===== src/rtl/xbus_pkg.sv =====
package xbus_pkg;

  localparam int LANES = 4;

  typedef enum logic [1:0] {
    SZ_BYTE = 2'd0,
    SZ_HALF = 2'd1,
    SZ_WORD = 2'd2
  } xsize_e;

  typedef enum logic [1:0] {
    ST_IDLE  = 2'd0,
    ST_START = 2'd1,
    ST_BEAT  = 2'd2
  } xstate_e;

  // Lanes touched by an access; lane k is data[8k+7:8k].
  function automatic logic [LANES-1:0] lane_mask(input logic [1:0] size,
                                                 input logic [1:0] a,
                                                 input logic narrow,
                                                 input logic upper);
    logic [LANES-1:0] m;
    if (narrow) begin
      if (size == SZ_BYTE) m = upper ? (a[0] ? 4'b1000 : 4'b0100)
                                     : (a[0] ? 4'b0010 : 4'b0001);
      else                 m = upper ? 4'b1100 : 4'b0011;
    end else begin
      case (size)
        SZ_BYTE: m = 4'b0001 << a;
        SZ_HALF: m = a[1] ? 4'b1100 : 4'b0011;
        default: m = 4'b1111;
      endcase
    end
    return m;
  endfunction

  // Copy right-aligned write data onto every lane.
  function automatic logic [31:0] wr_image(input logic [1:0] size, input logic [31:0] w);
    case (size)
      SZ_BYTE: return {4{w[7:0]}};
      SZ_HALF: return {2{w[15:0]}};
      default: return w;
    endcase
  endfunction

  // Shift the lowest enabled lane to bit 0 and clear unused bytes.
  function automatic logic [31:0] rd_extract(input logic [LANES-1:0] m, input logic [31:0] d);
    logic [31:0] s;
    int lo;
    lo = 0;
    for (int k = LANES - 1; k >= 0; k--) begin
      if (m[k]) lo = k;
    end
    s = d >> (8 * lo);
    case ($countones(m))
      1:       s = s & 32'h0000_00FF;
      2:       s = s & 32'h0000_FFFF;
      default: s = s;
    endcase
    return s;
  endfunction

endpackage


===== src/rtl/xbus_region_dec.sv =====
module xbus_region_dec #(
  parameter int NREG    = 4,
  parameter int TAG_W   = 4,
  parameter int TAG_LSB = 28,
  parameter int AW      = 32,
  parameter int WAIT_W  = 4
) (
  input  logic [AW-1:0]          addr,
  input  logic [NREG-1:0]        cfg_en,
  input  logic [NREG*TAG_W-1:0]  cfg_tag,
  input  logic [NREG-1:0]        cfg_ext_ack,
  input  logic [NREG-1:0]        cfg_byte_en,
  input  logic [NREG-1:0]        cfg_port16,
  input  logic [NREG*WAIT_W-1:0] cfg_wait,
  output logic                   hit,
  output logic [NREG-1:0]        sel,
  output logic                   ext_ack,
  output logic                   byte_en,
  output logic                   port16,
  output logic [WAIT_W-1:0]      wait_val
);

  logic [NREG-1:0] match;

  for (genvar g = 0; g < NREG; g++) begin : g_match
    assign match[g] = cfg_en[g] &&
                      (addr[TAG_LSB +: TAG_W] == cfg_tag[g*TAG_W +: TAG_W]);
  end

  // Lowest-numbered matching region wins.
  always_comb begin
    hit      = 1'b0;
    sel      = '0;
    ext_ack  = 1'b0;
    byte_en  = 1'b0;
    port16   = 1'b0;
    wait_val = '0;
    for (int i = NREG - 1; i >= 0; i--) begin
      if (match[i]) begin
        hit      = 1'b1;
        sel      = '0;
        sel[i]   = 1'b1;
        ext_ack  = cfg_ext_ack[i];
        byte_en  = cfg_byte_en[i];
        port16   = cfg_port16[i];
        wait_val = cfg_wait[i*WAIT_W +: WAIT_W];
      end
    end
  end

endmodule


===== src/rtl/xbus_wait_timer.sv =====
module xbus_wait_timer #(
  parameter int W = 4
) (
  input  logic         clk,
  input  logic         rst_n,
  input  logic         load,
  input  logic [W-1:0] load_val,
  input  logic         run,
  output logic         expire
);

  logic [W-1:0] cnt;

  always_ff @(posedge clk or negedge rst_n) begin
    if (!rst_n)                 cnt <= '0;
    else if (load)              cnt <= load_val;
    else if (run && cnt != '0)  cnt <= cnt - 1'b1;
  end

  assign expire = run && (cnt == '0);

endmodule


===== src/rtl/xbus_lane_steer.sv =====
module xbus_lane_steer (
  input  logic [1:0]  size,
  input  logic [1:0]  addr_lo,
  input  logic        narrow,
  input  logic        upper,
  input  logic [31:0] wdata,
  input  logic [3:0]  held_mask,
  input  logic [31:0] bus_in,
  output logic [3:0]  mask,
  output logic [31:0] wimg,
  output logic [31:0] rdata
);

  import xbus_pkg::*;

  assign mask  = lane_mask(size, addr_lo, narrow, upper);
  assign wimg  = wr_image(size, wdata);
  assign rdata = rd_extract(held_mask, bus_in);

endmodule


===== src/rtl/xbus_master.sv =====
module xbus_master #(
  parameter int NREG      = 4,
  parameter int TAG_W     = 4,
  parameter int TAG_LSB   = 28,
  parameter int AW        = 32,
  parameter int WAIT_W    = 4,
  parameter int BURST_LEN = 4
) (
  input  logic                   clk,
  input  logic                   rst_n,
  input  logic                   req_valid,
  output logic                   req_ready,
  input  logic                   req_write,
  input  logic                   req_burst,
  input  logic [AW-1:0]          req_addr,
  input  logic [1:0]             req_size,
  input  logic [31:0]            req_wdata,
  output logic                   rsp_rvalid,
  output logic [31:0]            rsp_rdata,
  output logic                   rsp_done,
  input  logic                   cfg_bus16,
  input  logic                   cfg_half_upper,
  input  logic                   cfg_mux_addr,
  input  logic [NREG-1:0]        cfg_rgn_en,
  input  logic [NREG*TAG_W-1:0]  cfg_rgn_tag,
  input  logic [NREG-1:0]        cfg_rgn_ext_ack,
  input  logic [NREG-1:0]        cfg_rgn_byte_en,
  input  logic [NREG-1:0]        cfg_rgn_port16,
  input  logic [NREG*WAIT_W-1:0] cfg_rgn_wait,
  output logic                   bus_start,
  output logic                   bus_rnw,
  output logic                   bus_oe,
  output logic [3:0]             bus_we_be,
  output logic [AW-1:0]          bus_addr,
  output logic [NREG-1:0]        bus_cs,
  output logic [31:0]            bus_data_o,
  output logic                   bus_data_oe,
  input  logic [31:0]            bus_data_i,
  input  logic                   bus_ta_i,
  output logic                   bus_ta_o,
  output logic                   bus_ta_oe
);

  import xbus_pkg::*;

  localparam int BC_W = $clog2(BURST_LEN + 1);

  xstate_e state;

  // Held transaction attributes.
  logic              r_write;
  logic [AW-1:0]     r_addr;
  logic [3:0]        r_mask;
  logic [31:0]       r_wimg;
  logic              r_hit;
  logic [NREG-1:0]   r_sel;
  logic              r_ext;
  logic              r_be;
  logic [WAIT_W-1:0] r_wait;
  logic              r_mux;
  logic [BC_W-1:0]   beats_left;
  logic              done_q;

  // Decode of the incoming request.
  logic              d_hit, d_ext, d_be, d_port16;
  logic [NREG-1:0]   d_sel;
  logic [WAIT_W-1:0] d_wait;
  logic [3:0]        d_mask;
  logic [31:0]       d_wimg;
  logic [31:0]       rd_aligned;

  // Named internal events.
  logic accept;
  logic int_ack_mode;
  logic t_expire;
  logic beat_ack;
  logic last_beat;
  logic term;
  logic in_beat;

  xbus_region_dec #(
    .NREG(NREG), .TAG_W(TAG_W), .TAG_LSB(TAG_LSB), .AW(AW), .WAIT_W(WAIT_W)
  ) u_dec (
    .addr        (req_addr),
    .cfg_en      (cfg_rgn_en),
    .cfg_tag     (cfg_rgn_tag),
    .cfg_ext_ack (cfg_rgn_ext_ack),
    .cfg_byte_en (cfg_rgn_byte_en),
    .cfg_port16  (cfg_rgn_port16),
    .cfg_wait    (cfg_rgn_wait),
    .hit         (d_hit),
    .sel         (d_sel),
    .ext_ack     (d_ext),
    .byte_en     (d_be),
    .port16      (d_port16),
    .wait_val    (d_wait)
  );

  xbus_lane_steer u_lanes (
    .size      (req_size),
    .addr_lo   (req_addr[1:0]),
    .narrow    (cfg_bus16 | d_port16),
    .upper     (cfg_half_upper),
    .wdata     (req_wdata),
    .held_mask (r_mask),
    .bus_in    (bus_data_i),
    .mask      (d_mask),
    .wimg      (d_wimg),
    .rdata     (rd_aligned)
  );

  assign accept       = (state == ST_IDLE) && req_valid;
  assign in_beat      = (state == ST_BEAT);
  assign int_ack_mode = r_hit && !r_ext;
  assign last_beat    = (beats_left == BC_W'(1));
  assign beat_ack     = in_beat && (int_ack_mode ? t_expire : bus_ta_i);
  assign term         = beat_ack && last_beat;

  xbus_wait_timer #(.W(WAIT_W)) u_wait (
    .clk      (clk),
    .rst_n    (rst_n),
    .load     ((state == ST_START) || beat_ack),
    .load_val (r_wait),
    .run      (in_beat && int_ack_mode),
    .expire   (t_expire)
  );

  always_ff @(posedge clk or negedge rst_n) begin
    if (!rst_n) begin
      state      <= ST_IDLE;
      r_write    <= 1'b0;
      r_addr     <= '0;
      r_mask     <= '0;
      r_wimg     <= '0;
      r_hit      <= 1'b0;
      r_sel      <= '0;
      r_ext      <= 1'b0;
      r_be       <= 1'b0;
      r_wait     <= '0;
      r_mux      <= 1'b0;
      beats_left <= '0;
      done_q     <= 1'b0;
    end else begin
      done_q <= term;
      case (state)
        ST_IDLE: begin
          if (accept) begin
            state      <= ST_START;
            r_write    <= req_write;
            r_addr     <= req_addr;
            r_mask     <= d_mask;
            r_wimg     <= d_wimg;
            r_hit      <= d_hit;
            r_sel      <= d_sel;
            r_ext      <= d_ext;
            r_be       <= d_be;
            r_wait     <= d_wait;
            r_mux      <= cfg_mux_addr;
            beats_left <= (req_burst && !req_write) ? BC_W'(BURST_LEN) : BC_W'(1);
          end
        end
        ST_START: state <= ST_BEAT;
        ST_BEAT: begin
          if (beat_ack) begin
            if (last_beat) state <= ST_IDLE;
            else           beats_left <= beats_left - 1'b1;
          end
        end
        default: state <= ST_IDLE;
      endcase
    end
  end

  // Bus side.
  assign bus_start   = (state == ST_START);
  assign bus_rnw     = (state == ST_IDLE) ? 1'b1 : !r_write;
  assign bus_addr    = (state == ST_IDLE) ? '0 : r_addr;
  assign bus_cs      = (state == ST_IDLE) ? '0 : r_sel;
  assign bus_oe      = in_beat && r_hit && !r_write;
  assign bus_we_be   = (in_beat && r_hit && (r_write || r_be)) ? r_mask : 4'b0000;
  assign bus_data_oe = (bus_start && r_mux) || (in_beat && r_write);
  assign bus_data_o  = bus_start ? (r_mux ? r_addr : 32'h0) : (r_write ? r_wimg : 32'h0);
  assign bus_ta_oe   = in_beat && int_ack_mode;
  assign bus_ta_o    = t_expire;

  // Request side.
  assign req_ready   = (state == ST_IDLE);
  assign rsp_rvalid  = beat_ack && !r_write;
  assign rsp_rdata   = rd_aligned;
  assign rsp_done    = done_q;

endmodule


===== config.mk =====
export PLATFORM = sky130hd
export DESIGN_NAME = xbus_master
export DESIGN_NICKNAME = d
export VERILOG_FILES = /design/src/rtl/xbus_pkg.sv /design/src/rtl/xbus_region_dec.sv /design/src/rtl/xbus_wait_timer.sv /design/src/rtl/xbus_lane_steer.sv /design/src/rtl/xbus_master.sv
export SDC_FILE = /design/constraint.sdc
export NUM_CORES = 1
export LEC_CHECK = 0
export ABC_CLOCK_PERIOD_IN_PS = 4100
export BUFFER_PORTS_ARGS = -buffer_cell sky130_fd_sc_hd__buf_2
export CAP_MARGIN = 20
export CELL_PAD_IN_SITES_DETAIL_PLACEMENT = 0
export CELL_PAD_IN_SITES_GLOBAL_PLACEMENT = 1
export CORE_UTILIZATION = 38
export CTS_BUF_LIST = sky130_fd_sc_hd__clkbuf_4
export DETAILED_ROUTE_END_ITERATION = 16
export PLACE_DENSITY_LB_ADDON = 0.1
export SLEW_MARGIN = 40
export SYNTH_ARGS = -nofsm -noshare
export SYNTH_HDL_FRONTEND = slang
export SYNTH_HIERARCHICAL = 1
export SYNTH_SLANG_ARGS = --single-unit

===== constraint.sdc =====
create_clock -name clk -period 4.1 [get_ports clk]
set_input_delay 0.82 -clock clk [delete_from_list [all_inputs] [get_ports clk]]
set_output_delay 0.82 -clock clk [all_outputs]
set_load 0.01 [all_outputs]

==> results_dict.tcl <==
set metrics [dict create \
    final_max_slew_viol_count 0 \
    viasPerCell 5.08 \
    hpwl_mm 13.5 \
    die_w_um 132 \
    design_area_mm2 0.00786 \
    worstPathRequired_ns 3.28 \
    syn-num-nets 728 \
    core_mm2 0.0165 \
    layoutNonFillerInstCount 1039 \
    drt_first_pass_iters 4 \
    vias 5283 \
    cts_buffer_depth 2 \
    status "finished, final reports clean" \
    worstMarginPinSlew_ns 0.711 \
    vdd_drop_max_v 0.000410 \
    cp-start-kind "register" \
    start_util_pct 38.8 \
    post_cts_buffers 0 \
    rr_endpoint "u_wait/cnt[3]" \
    io_pins 268 \
    clockRootBuffer "clkbuf_4" \
    avgSynthCellArea_um2 11.3 \
    synth_top_area_share_pct 35.7 \
    io_buffer_count 267 \
    cts_tree "done" \
    finalHoldViolCount 0 \
    combinationalPowerShare_pct 64.8 \
    seqPwrFrac_pct 26.8 \
    die-area_mm2 0.0173 \
    drive_gt1_share_pct 51.5 \
    r2r_start "state[1]" \
    clkSlewWorstSetupHoldPaths_ns 0.14 \
    post-place-cells 1021 \
    die_height_um 132 \
    nFillCells 1626 \
    antenna_found_initial 2 \
    clk_latency_ns 0.47 \
    netlist_area_mm2 0.00638 \
    power.leakage_nw 4.02 \
    drt_iter0_drc 151 \
    dpl_cell_area_mm2 0.00770 \
    yosys_warnings 6 \
    critical_path_class "reg -> out" \
    overflow 0 \
    area_growth_pct 23.2 \
    intPower_mw 3.50 \
    synth-edff-count 0 \
    layout_min_cycle_time_ns 3.90 \
    cts.sinks 91 \
    grt_pass1_wl_mm 29.0 \
    fmaxAchievable_mhz 257 \
    drt_wl_total_mm 18.0 \
    synth_area_leader_cell "dfrtp_1" \
    relSlewSlack_pct 52.6 \
    synth_most_common_cell "dfrtp_1" \
    yosysSeqAreaShare_pct 35.7 \
    grt_pass1_vias 5462 \
    tns_ns 0 \
    yosys-top-cells-count "dfrtp_1, mux2_4, nand2_1, nor2b_1, mux2_2" \
    r2r_cells 10 \
    cp-startpoint "r_mask[0]" \
    rsz0062_at_grt "false" \
    switching_power_mw 2.65 \
    row_count 47 \
    setup_viol 0 \
    ant_nets 0 \
    netSwitchingFraction_pct 43.1 \
    htree_levels 3 \
    finalCritPeriodShare_pct 95.1 \
    clock_power_share_pct 8.4 \
    synthFlopType "dfrtp_1" \
    ys_types 66 \
    place.gp.congestion 0.828 \
    synthCells 567 \
    r2r_setup_slack_ns 1.15 \
    globalRouteTotalUtil_pct 21.1 \
    wl_per_cell_um 17.3 \
    async_reset_ff_share_pct 100 \
    end_kind "primary output" \
    ys_ff_latch 91 \
    num-nets-final 973 \
    power_density_mw_per_mm2 783 \
    cp_max_fo 10 \
    cts_buffers 9 \
    cap_violations 0 \
    yosys-top-cells-area "dfrtp_1, mux2_4, mux2_2" \
    crit_arrival_ns 3.08 \
    crit_path_end "rsp_rdata[30]" \
    clock_skew_ns 0.00668 \
    hold_path.class "in -> async" \
    drc 0 \
    grt_start_max_net_pins 80 \
]
-- final cells by class --
cell class	count	area (um2)	share of cell area [%]
Clock inverter	5	53.8	0.684
Timing Repair Buffer	276	1430	18.1
Tap cell	220	275	3.50
Multi-Input combinational cell	412	3660	46.6
Antenna cell	2	5.00	0.0636
Clock buffer	11	82.6	1.05
Inverter	22	82.6	1.05
Sequential cell	91	2280	29.0
-- power groups by stage --
stage	combinational, mW	sequential, mW	clock (mW)
global placement	3.91	1.66	0
CTS	4.01	1.65	0.533
detailed placement	3.95	1.67	0
global route	4.32	1.72	0.567
finish	3.99	1.65	0.515
floorplan	2.80	1.55	0
-- flip-flops by register name, summed over array words and instances, names as in the netlist --
register,count
state,2
r_be,1
u_wait/cnt,4
r_wimg,32
r_addr,32
rsp_done,1
r_mux,1
r_hit,1
r_mask,4
beats_left,3
r_sel,4
r_write,1
r_wait,4
r_ext,1
-- layout by cell type (no fill, tap or decap), drive strengths merged, types with 3 or more instances in the layout --
cell / n
a21oi: 17
o21ai: 16
mux4: 8
o31ai: 7
nor3b: 3
nor3: 4
nor2: 29
and2b: 3
clkbuf: 12
mux2i: 18
nand2b: 6
xor2: 8
inv: 22
and2: 15
a311oi: 7
a22o: 40
nand3: 4
buf: 275
ha: 5
dfrtp: 91
mux2: 98
nand2: 42
xnor2: 3
nor4: 8
nor2b: 42
-- stage by stage --
stage	hold slack (ns)	total power, mW	setup slack (ns)	utilization, %
2_1_floorplan	0.456	4.34	0.875	-
3_3_place_gp	0.483	5.57	0.558	46.7
3_5_place_dp	0.486	5.61	0.494	46.8
4_1_cts	0.388	6.19	0.0866	47.7
5_1_grt	0.369	6.60	0.0150	47.8
6_report	0.346	6.16	0.202	47.8
-- critical path, cell delays in order, from the launching register on --
cell and delay, ns:
dfrtp_2 0.47, inv_2 0.14, fa_1 0.55, inv_1 0.04
ha_1 0.17, ha_1 0.32, xnor2_2 0.17, o32ai_4 0.30
nor2b_4 0.13, and2_1 0.18, buf_2 0.13
-- routing by layer --
layer	track usage (%)	vias to the layer above	share of wire, %
met3	5.90	17	7.0
li1	-	2536	-
met5	0	-	0
met1	27.2	2549	45
met2	34.5	181	47
met4	5.68	0	1.5
-- cells by family after synthesis --
| kind of cell | share of synthesized area, % |
|---|---|
| AO/OA/AOI/OAI | 12.3 |
| XOR/XNOR | 1.51 |
| adder cells (fa/ha/maj) | 1.29 |
| buffers and inverters | 7.31 |
| flip-flops | 35.7 |
| multiplexers | 26.9 |
| AND/OR/NAND/NOR | 15.0 |
-- what timing repair did --
item | CTS | global route
endpoints found under the setup margin | 8 | 8
hold buffers | 0 | 0
resized for setup | 2 | 1
-- how the worst min path moves through the flow --
stage / start / end / slack, ns / depth (start not counted)
after floorplan: r_wait[1] / u_wait/cnt[1] / 0.46 / 2
final: rst_n / u_wait/cnt[2] / 0.35 / 1
after detailed placement: r_mux / r_mux / 0.49 / 1
after CTS: rst_n / u_wait/cnt[2] / 0.39 / 1
after global placement: r_wait[2] / u_wait/cnt[2] / 0.48 / 2
after global routing: rst_n / r_ext / 0.37 / 1
(Power assumes the default switching activity.)
